===== src/rtl/hreg_pkg.sv =====
package hreg_pkg;

   typedef enum logic [1:0] {
      TGT_FLOP   = 2'd0,
      TGT_PTRREG = 2'd1,
      TGT_RAM    = 2'd2
   } tgt_e;

   typedef enum logic [1:0] {
      ST_IDLE  = 2'd0,
      ST_HWWS  = 2'd1,
      ST_REQ   = 2'd2,
      ST_ACC   = 2'd3
   } seq_st_e;

endpackage


===== src/rtl/hreg_decode.sv =====
module hreg_decode
   import hreg_pkg::*;
#(
   parameter int ADDR_W    = 10,
   parameter int RAM_AW    = 12,
   parameter int NUM_REGS  = 32,
   parameter int NUM_HW    = 8,
   parameter int MM_BASE   = 0,
   parameter int ATTR_BASE = 'h400,
   localparam int IDX_W    = $clog2(NUM_REGS)
) (
   input  logic              space,
   input  logic [ADDR_W-1:0] addr,
   input  logic [RAM_AW-1:0] ptr_base,
   input  logic [RAM_AW-1:0] ptr_ofs,
   output tgt_e              tgt,
   output logic [IDX_W-1:0]  idx,
   output logic [RAM_AW-1:0] ram_addr
);
   localparam int IDX_PBASE = NUM_HW;
   localparam int IDX_POFS  = NUM_HW + 1;
   localparam int IDX_PDATA = NUM_HW + 2;

   always_comb begin
      idx      = addr[IDX_W-1:0];
      tgt      = TGT_RAM;
      ram_addr = '0;
      if (space) begin
         ram_addr = RAM_AW'(ATTR_BASE) + RAM_AW'(addr);
      end else if (int'(idx) < NUM_HW) begin
         tgt = TGT_FLOP;
      end else if (int'(idx) == IDX_PBASE || int'(idx) == IDX_POFS) begin
         tgt = TGT_PTRREG;
      end else if (int'(idx) == IDX_PDATA) begin
         ram_addr = ptr_base + ptr_ofs;
      end else begin
         ram_addr = RAM_AW'(MM_BASE) + RAM_AW'(idx);
      end
   end
endmodule


===== src/rtl/hreg_flopfile.sv =====
module hreg_flopfile #(
   parameter int DATA_W   = 16,
   parameter int RAM_AW   = 12,
   parameter int NUM_REGS = 32,
   parameter int NUM_HW   = 8,
   localparam int IDX_W   = $clog2(NUM_REGS)
) (
   input  logic              clk,
   input  logic              rst_n,
   input  logic              wr_en,
   input  logic [IDX_W-1:0]  idx,
   input  logic [DATA_W-1:0] wdata,
   output logic [DATA_W-1:0] rd_data,
   output logic [RAM_AW-1:0] ptr_base,
   output logic [RAM_AW-1:0] ptr_ofs
);
   localparam int IDX_PBASE = NUM_HW;
   localparam int IDX_POFS  = NUM_HW + 1;

   logic [DATA_W-1:0] regs [NUM_HW];

   for (genvar g = 0; g < NUM_HW; g++) begin : g_reg
      always_ff @(posedge clk or negedge rst_n) begin
         if (!rst_n)                              regs[g] <= '0;
         else if (wr_en && idx == IDX_W'(g))      regs[g] <= wdata;
      end
   end

   always_ff @(posedge clk or negedge rst_n) begin
      if (!rst_n) begin
         ptr_base <= '0;
         ptr_ofs  <= '0;
      end else if (wr_en) begin
         if (int'(idx) == IDX_PBASE) ptr_base <= wdata[RAM_AW-1:0];
         if (int'(idx) == IDX_POFS)  ptr_ofs  <= wdata[RAM_AW-1:0];
      end
   end

   // pointer registers are write-only: their indices fall through to zero
   always_comb begin
      rd_data = '0;
      for (int i = 0; i < NUM_HW; i++)
         if (idx == IDX_W'(i)) rd_data = regs[i];
   end
endmodule


===== src/rtl/hreg_seq.sv =====
module hreg_seq
   import hreg_pkg::*;
#(
   parameter int HW_WAITS = 1,
   localparam int WC_W    = (HW_WAITS > 1) ? $clog2(HW_WAITS) : 1
) (
   input  logic clk,
   input  logic rst_n,
   input  logic host_start,
   input  tgt_e tgt_live,
   input  logic ram_gnt,
   output logic accept,
   output logic flop_fire,
   output logic ram_fire,
   output logic host_wait,
   output logic host_done,
   output logic ram_req,
   output logic ram_en
);
   seq_st_e          st;
   logic [WC_W-1:0]  wcnt;

   assign accept    = host_start && (st == ST_IDLE);
   assign flop_fire = (st == ST_HWWS) && (wcnt == '0);
   assign ram_fire  = (st == ST_ACC);
   assign host_wait = (st != ST_IDLE);
   assign ram_req   = (st == ST_REQ);
   assign ram_en    = (st == ST_ACC);

   always_ff @(posedge clk or negedge rst_n) begin
      if (!rst_n) begin
         st        <= ST_IDLE;
         wcnt      <= '0;
         host_done <= 1'b0;
      end else begin
         host_done <= 1'b0;
         unique case (st)
            ST_IDLE: if (host_start) begin
               if (tgt_live == TGT_RAM) st <= ST_REQ;
               else begin
                  st   <= ST_HWWS;
                  wcnt <= WC_W'(HW_WAITS - 1);
               end
            end
            ST_HWWS: if (wcnt == '0) begin
               st        <= ST_IDLE;
               host_done <= 1'b1;
            end else begin
               wcnt <= wcnt - 1'b1;
            end
            ST_REQ: if (ram_gnt) st <= ST_ACC;
            ST_ACC: begin
               st        <= ST_IDLE;
               host_done <= 1'b1;
            end
            default: st <= ST_IDLE;
         endcase
      end
   end

   // an unanswered request is held
   a_r7_req_held: assert property (@(posedge clk) disable iff (!rst_n)
      ram_req && !ram_gnt |=> ram_req);
   // the access strobe follows a grant by one cycle and drops the request
   a_r8_en_after_gnt: assert property (@(posedge clk) disable iff (!rst_n)
      ram_req && ram_gnt |=> ram_en && !ram_req);
   // wait released the cycle after the access
   a_r8_release: assert property (@(posedge clk) disable iff (!rst_n)
      ram_en |=> !host_wait && host_done);
   // wait covers all RAM activity
   a_r9_wait_covers: assert property (@(posedge clk) disable iff (!rst_n)
      (ram_req || ram_en) |-> host_wait);
   // an accepted start always inserts a wait state
   a_r9_min_wait: assert property (@(posedge clk) disable iff (!rst_n)
      host_start && !host_wait |=> host_wait);
   // request and strobe never overlap
   a_r8_excl: assert property (@(posedge clk) disable iff (!rst_n)
      $onehot0({ram_req, ram_en}));
   // done is a single-cycle pulse
   a_r2_done_pulse: assert property (@(posedge clk) disable iff (!rst_n)
      host_done |=> !host_done);
endmodule


===== src/rtl/hreg_window.sv =====
module hreg_window
   import hreg_pkg::*;
#(
   parameter int DATA_W    = 16,
   parameter int ADDR_W    = 10,
   parameter int RAM_AW    = 12,
   parameter int NUM_REGS  = 32,
   parameter int NUM_HW    = 8,
   parameter int MM_BASE   = 0,
   parameter int ATTR_BASE = 'h400,
   parameter int HW_WAITS  = 1
) (
   input  logic              clk,
   input  logic              rst_n,
   input  logic              host_start,
   input  logic              host_space,
   input  logic [ADDR_W-1:0] host_addr,
   input  logic              host_we,
   input  logic [DATA_W-1:0] host_wdata,
   output logic [DATA_W-1:0] host_rdata,
   output logic              host_wait,
   output logic              host_done,
   output logic              ram_req,
   input  logic              ram_gnt,
   output logic              ram_en,
   output logic              ram_we,
   output logic [RAM_AW-1:0] ram_addr,
   output logic [DATA_W-1:0] ram_wdata,
   input  logic [DATA_W-1:0] ram_rdata
);
   localparam int IDX_W = $clog2(NUM_REGS);

   if (HW_WAITS < 1)              begin : g_bad_ws   $error("HW_WAITS must be at least 1"); end
   if (NUM_HW + 3 > NUM_REGS)     begin : g_bad_map  $error("register window too small");   end
   if (RAM_AW > DATA_W)           begin : g_bad_aw   $error("pointer wider than data");     end
   if (IDX_W > ADDR_W)            begin : g_bad_addr $error("address narrower than index"); end
   if ((1 << IDX_W) != NUM_REGS)  begin : g_bad_pow  $error("NUM_REGS must be a power of 2"); end

   tgt_e              tgt_live;
   logic [IDX_W-1:0]  idx_live;
   logic [RAM_AW-1:0] raddr_live;
   logic [RAM_AW-1:0] ptr_base, ptr_ofs;
   logic [IDX_W-1:0]  idx_q;
   logic [RAM_AW-1:0] raddr_q;
   logic              we_q;
   logic [DATA_W-1:0] wdata_q;
   logic [DATA_W-1:0] flop_rd;
   logic              accept, flop_fire, ram_fire;

   hreg_decode #(
      .ADDR_W(ADDR_W), .RAM_AW(RAM_AW), .NUM_REGS(NUM_REGS), .NUM_HW(NUM_HW),
      .MM_BASE(MM_BASE), .ATTR_BASE(ATTR_BASE)
   ) u_dec (
      .space(host_space), .addr(host_addr), .ptr_base(ptr_base), .ptr_ofs(ptr_ofs),
      .tgt(tgt_live), .idx(idx_live), .ram_addr(raddr_live)
   );

   hreg_seq #(.HW_WAITS(HW_WAITS)) u_seq (
      .clk(clk), .rst_n(rst_n), .host_start(host_start), .tgt_live(tgt_live),
      .ram_gnt(ram_gnt), .accept(accept), .flop_fire(flop_fire), .ram_fire(ram_fire),
      .host_wait(host_wait), .host_done(host_done), .ram_req(ram_req), .ram_en(ram_en)
   );

   hreg_flopfile #(
      .DATA_W(DATA_W), .RAM_AW(RAM_AW), .NUM_REGS(NUM_REGS), .NUM_HW(NUM_HW)
   ) u_ff (
      .clk(clk), .rst_n(rst_n), .wr_en(flop_fire && we_q), .idx(idx_q),
      .wdata(wdata_q), .rd_data(flop_rd), .ptr_base(ptr_base), .ptr_ofs(ptr_ofs)
   );

   always_ff @(posedge clk or negedge rst_n) begin
      if (!rst_n) begin
         idx_q   <= '0;
         raddr_q <= '0;
         we_q    <= 1'b0;
         wdata_q <= '0;
      end else if (accept) begin
         idx_q   <= idx_live;
         raddr_q <= raddr_live;
         we_q    <= host_we;
         wdata_q <= host_wdata;
      end
   end

   always_ff @(posedge clk or negedge rst_n) begin
      if (!rst_n)                    host_rdata <= '0;
      else if (flop_fire && !we_q)   host_rdata <= flop_rd;
      else if (ram_fire && !we_q)    host_rdata <= ram_rdata;
   end

   assign ram_we    = ram_en && we_q;
   assign ram_addr  = raddr_q;
   assign ram_wdata = wdata_q;

   // write strobe only during an access
   a_r10_we_in_en: assert property (@(posedge clk) disable iff (!rst_n)
      ram_we |-> ram_en);
   // address and data stay put from request through access
   a_r10_addr_stable: assert property (@(posedge clk) disable iff (!rst_n)
      ram_req |=> $stable(ram_addr) && $stable(ram_wdata));
   // latched request fields do not move while busy
   a_r11_busy_hold: assert property (@(posedge clk) disable iff (!rst_n)
      host_wait && !host_done |=> $stable(raddr_q) || !host_wait);
endmodule


===== config.mk =====
export PLATFORM = sky130hd
export DESIGN_NAME = hreg_window
export DESIGN_NICKNAME = d
export VERILOG_FILES = /design/src/rtl/hreg_pkg.sv /design/src/rtl/hreg_decode.sv /design/src/rtl/hreg_flopfile.sv /design/src/rtl/hreg_seq.sv /design/src/rtl/hreg_window.sv
export SDC_FILE = /design/constraint.sdc
export NUM_CORES = 1
export LEC_CHECK = 0
export ABC_AREA = 1
export BUFFER_PORTS_ARGS = -buffer_cell sky130_fd_sc_hd__buf_2
export CORE_ASPECT_RATIO = 0.75
export CORE_MARGIN = 3
export CORE_UTILIZATION = 53
export DETAILED_ROUTE_END_ITERATION = 8
export PLACE_DENSITY = 0.84
export SETUP_SLACK_MARGIN = 0.05
export SYNTH_ARGS = -nofsm -noshare
export SYNTH_HDL_FRONTEND = slang
export SYNTH_SLANG_ARGS = --single-unit

===== constraint.sdc =====
create_clock -name clk -period 1.57 [get_ports clk]
set_input_delay 0.157 -clock clk [delete_from_list [all_inputs] [get_ports clk]]
set_output_delay 0.157 -clock clk [all_outputs]
set_load 0.01 [all_outputs]

==> metrics.yaml, run 1 <==
synthesis:
  yosys.area.top_type: "dfrtp_1"
  ys_seq_elements: 205
  syn_nets: 1183
  netlist_top_cells_area: "dfrtp_1 55%, nand2_1 13%, o21ai_0 11%, nand4_1 3.6%, inv_1 3.1%"
  synth_cell_types: 29
  netlist_area_um2: 9340
  synth_edf_count: 0
  yosys_warnings: 0
  syn_inst: 1123
  ys_top_cells_by_count: "331 x nand2_1, 206 x o21ai_0, 205 x dfrtp_1"
  ys_seq_area_frac: 0.549
  ys.flop_type: "dfrtp_1"
  yosysMostFrequentCell: "nand2_1"
  synth.top_cell.area_share: 0.549
  avgSynthCellArea_um2: 8.31
  synth-async-reset-ratio: 1.00
clocking:
  htree_levels: 1
  root_buffer: "clkbuf_16"
  numClockSinks: 205
  cts_buffer_depth: 3
  cts_made_buffers: 21
floorplan:
  rows: 41
  die_h_um: 121
  start_util: 0.548
  die_w_um: 159
  ios: 97
status:
  status: "did not finish"
  lastStage: "5_1_grt"
  firstError: "[ERROR GRT-0232] Routing congestion too high. Check the congestion heatmap in the GUI."
placement:
  io_buffers: 96
  gp_congestion: 1.01
  dp_hpwl_um: 17900
  post_dp_cell_area_um2: 10600
grt:
  grt_usage: 0.793
  grt_max_degree: 48
  antenna_found_initial: 8
  grt-ovfl-total: 5
sta:
  worst_path_end_type: "register input"
  grt-worst-endpoint: "host_rdata[6]$_DFFE_PN0P_/D"
[cells by family after synthesis]
family | count (synthesis) | share of synthesized area
buf+inv | 145 | 0.0600
flops | 205 | 0.549
fa+ha+maj | 12 | 0.0169
xor+xnor | 4 | 0.00375
simple gates | 496 | 0.226
compound gates | 261 | 0.144
[repair_timing]
action,4_1_cts
hold buffers,40
gates cloned,19
resized for setup,277
pin swaps,48
hold endpoints to repair,160
setup buffers,23
setup endpoints to repair,176
[through the flow]
stage	instances	hold WS (ns)	TNS (ns)	setup slack (ns)
floorplan	1123	-0.139	-0.592	-0.0141
CTS	1588	0.00104	-1.18	-0.130
detailed placement	1469	0.131	-7.33	-0.168
global placement	1469	0.141	-4.22	-0.123
[per-layer routing]
metal / overflow / GRT usage
met5: 1 / 0.607
met1: 0 / 0.771
met2: 2 / 0.901
met3: 0 / 0.713
met4: 2 / 0.793
==> run 2, diff against run 1 <==
- CORE_ASPECT_RATIO: 0.75 -> unset
- CORE_UTILIZATION: 53 -> 40
- PLACE_DENSITY: 0.84 -> unset
- PLACE_DENSITY_LB_ADDON: unset -> 0.15
- SETUP_SLACK_MARGIN: 0.05 -> unset
- clock period: 1.57 -> 2 ns (I/O delays scaled with it)
==> run 2 against run 1 <==
Net effect:
- the run now ends clean
- synthesized area is the same
- synthesized cell count is the same
==> metrics.yaml, run 2 <==
status:
  status: "finished clean"
final_layout:
  nets: 1309
  drive_gt1_frac: 0.148
  area_growth_pct: 22.2
  seq_area_um2: 5130
  final_cell_mix: "331 x nand2_1, 205 x dfrtp_1, 204 x o21ai_0"
  largest_reg_flops: 128
  fill_cells: 2223
  design_area_um2: 11400
  layout_commonest_cell: "nand2_1"
  regMostFlops: "u_ff.regs"
  multi_input_area_um2: 3660
pwr:
  power.density_nw_per_um2: 1430
  ir_drop_v: 0.00113
  swShare: 0.386
  p_int_mw: 10.0
  power.switching_mw: 6.30
  pwr-share-comb: 0.330
  p_clk_frac: 0.259
  p_seq_frac: 0.411
  power.leakage_nw: 5.46
synthesis:
  yosys_warnings: 0  # unchanged
  synth_cell_types: 29  # unchanged
  synth.top_cell.area_share: 0.549  # unchanged
  ys_seq_area_frac: 0.549  # unchanged
  ys_top_cells_by_count: "331 x nand2_1, 206 x o21ai_0, 205 x dfrtp_1"
  yosysMostFrequentCell: "nand2_1"
  synth-async-reset-ratio: 1.00  # unchanged
  ys_seq_elements: 205  # unchanged
  syn_inst: 1123  # unchanged
  netlist_top_cells_area: "dfrtp_1 55%, nand2_1 13%, o21ai_0 11%, nand4_1 3.6%, inv_1 3.1%"
  yosys.area.top_type: "dfrtp_1"
  avgSynthCellArea_um2: 8.31  # unchanged
  synth_edf_count: 0  # unchanged
  netlist_area_um2: 9340  # unchanged
  ys.flop_type: "dfrtp_1"
  syn_nets: 1183  # unchanged
sta:
  tightest_slew_ns: 0.688
  relSlewSlack: 0.541
  fin_setup_tns_ns: 0
  finalCriticalPeriod_ns: 1.84
  fin_skew_ns: 0.0178
  setup_viol: 0
  rsz0062_at_grt: "false"
  slew_violations: 0
  hold_violations: 0
  timing.final.crit_share: 0.920
  fmax_mhz: 543
clocking:
  cts_buffer_depth: 3  # unchanged
  clk_pin_slew_ns: 0.06
  cts_made_buffers: 23  # +9.5%
  root_buffer: "clkbuf_16"
  htree_levels: 1  # unchanged
  insertion_delay_ns: 0.52
  numClockSinks: 205  # unchanged
  cts_tree: "yes"
  cts_setup_buffers: 0  # -100%
routing:
  ant_nets: 0
  via_count: 7998
  route.detailed.drc: 0
  drt_iter0_markers: 529
  wirelength_um: 26500
  vias_per_cell: 5.07
  drt_pass1_iterations: 4
  wl_per_cell_um: 16.8
grt:
  grtUsageMet2: 0.338
  grt_max_degree: 68
  use_met1: 0.301
  grt_pass1_wl_um: 43100
  first_global_vias: 7954
  grt.met3_usage: 0.0305
  grt_usage: 0.210
  grt_busiest_layer: "met2"
  grt-ovfl-total: 0
  antenna_found_initial: 0
setup_path:
  crit_path_max_fanout: 24
  cp_cell_sequence: "inv_1 -> nor3_4 -> nor3b_2 -> nand3_1 -> buf_4 -> nand2_1 -> o21ai_0"
  cpMaxStageDelayCell: "dfrtp_1"
  endpoint_kind: "flop"
  arrival_ns: 2.21
  slowest_delay_ns: 0.39
  required_ns: 2.37
  path_class: "reg2reg"
  startpoint_type: "flop"
placement:
  post_dp_cell_area_um2: 10300  # -2.8%
  gp_congestion: 0.827  # -18%
  dp_hpwl_um: 18500  # +3.0%
  io_buffers: 96  # unchanged
floorplan:
  start_util: 0.410  # -0.138
  rows: 55  # +34%
  core_area_um2: 22800
  die_w_um: 159  # -0.30%
  ios: 97  # unchanged
  die_h_um: 159  # +31%
  die-area_um2: 25200
run:
  cap_violations: 0
worst_hold_path:
  hp-class: "in2reg"
run 2: final cells by class:
type                            instances  share of cell area
Clock buffer                           34              0.0602
Sequential cell                       205               0.450
Antenna cell                            1            0.000219
Multi-Input combinational cell        773               0.320
Timing Repair Buffer                  166               0.102
Tap cell                              313              0.0343
Inverter                               80              0.0263
Clock inverter                          7             0.00680
run 2: worst paths after layout:
| kind | startpoint | endpoint | slack, ns | cells after the start |
|---|---|---|---|---|
| worst max register to register | we_q | u_ff.ptr_ofs[1] | 0.16 | 7 |
| worst min register to register | u_ff.regs[14] | u_ff.regs[14] | 0.48 | 2 |
| max in group asynchronous | rst_n | u_ff.regs[5] | 1.23 | 3 |
| min in group asynchronous | rst_n | u_ff.regs[122] | 0.11 | 2 |
| worst max-delay path | we_q | u_ff.ptr_ofs[1] | 0.16 | 7 |
| worst min-delay path | ram_rdata[2] | host_rdata[2] | 0.02 | 5 |
run 2: logic make-up (layout without fill, tap and decap cells):
kind of cell,after synthesis,after routing,synth area share
adder cells (fa/ha/maj),12,12,0.0169
XOR/XNOR,4,4,0.00375
flip-flops,205,205,0.549
other,0,1,0
AND/OR/NAND/NOR,496,496,0.226
buffers and inverters,145,287,0.0600
AO/OA/AOI/OAI,261,261,0.144
run 2: what timing repair did:
action / in CTS / in global routing
setup endpoints to repair: 0 / 9
hold endpoints to repair: 234 / 0
hold buffers: 30 / 0
resized for setup: 0 / 4
run 2: per-stage QoR:
step	power (mW)	util	worst slack [ns]	hold slack (ns)	std cells
after global placement	12.1	0.454	0.0917	0.0665	1507
after CTS	16.5	0.500	0.0500	0.00255	1578
after global routing	17.5	0.501	0.0254	0.0389	1578
after detailed placement	12.1	0.454	0.0765	0.0656	1507
after floorplan	9.77	-	0.290	-0.0956	1123
final	16.3	0.501	0.160	0.0174	1579
run 2: power by group through the flow:
| stage | Clock, mW | Combinational (mW) | Sequential (mW) |
|---|---|---|---|
| final | 4.23 | 5.40 | 6.72 |
| after global routing | 4.49 | 6.12 | 6.91 |
| after CTS | 4.31 | 5.44 | 6.71 |
| after detailed placement | 0 | 5.38 | 6.75 |
| after global placement | 0 | 5.31 | 6.75 |
| after floorplan | 0 | 3.07 | 6.70 |
run 2: layer usage:
metal | wire length, um | vias to the layer above
met3 | 1020 | 38
met1 | 12600 | 3831
met2 | 12300 | 165
li1 | - | 3964
met4 | 584 | 0
met5 | 0 | -
run 2: worst max-delay path, delay by kind of cell (launching register included):
family / cells / cell delay (ns)
AOI/OAI and AO/OA: 1 / 0.08
and+or+nand+nor: 4 / 0.86
buffers and inverters: 2 / 0.35
DFF: 1 / 0.39
Power figures use the tool's default switching activity.
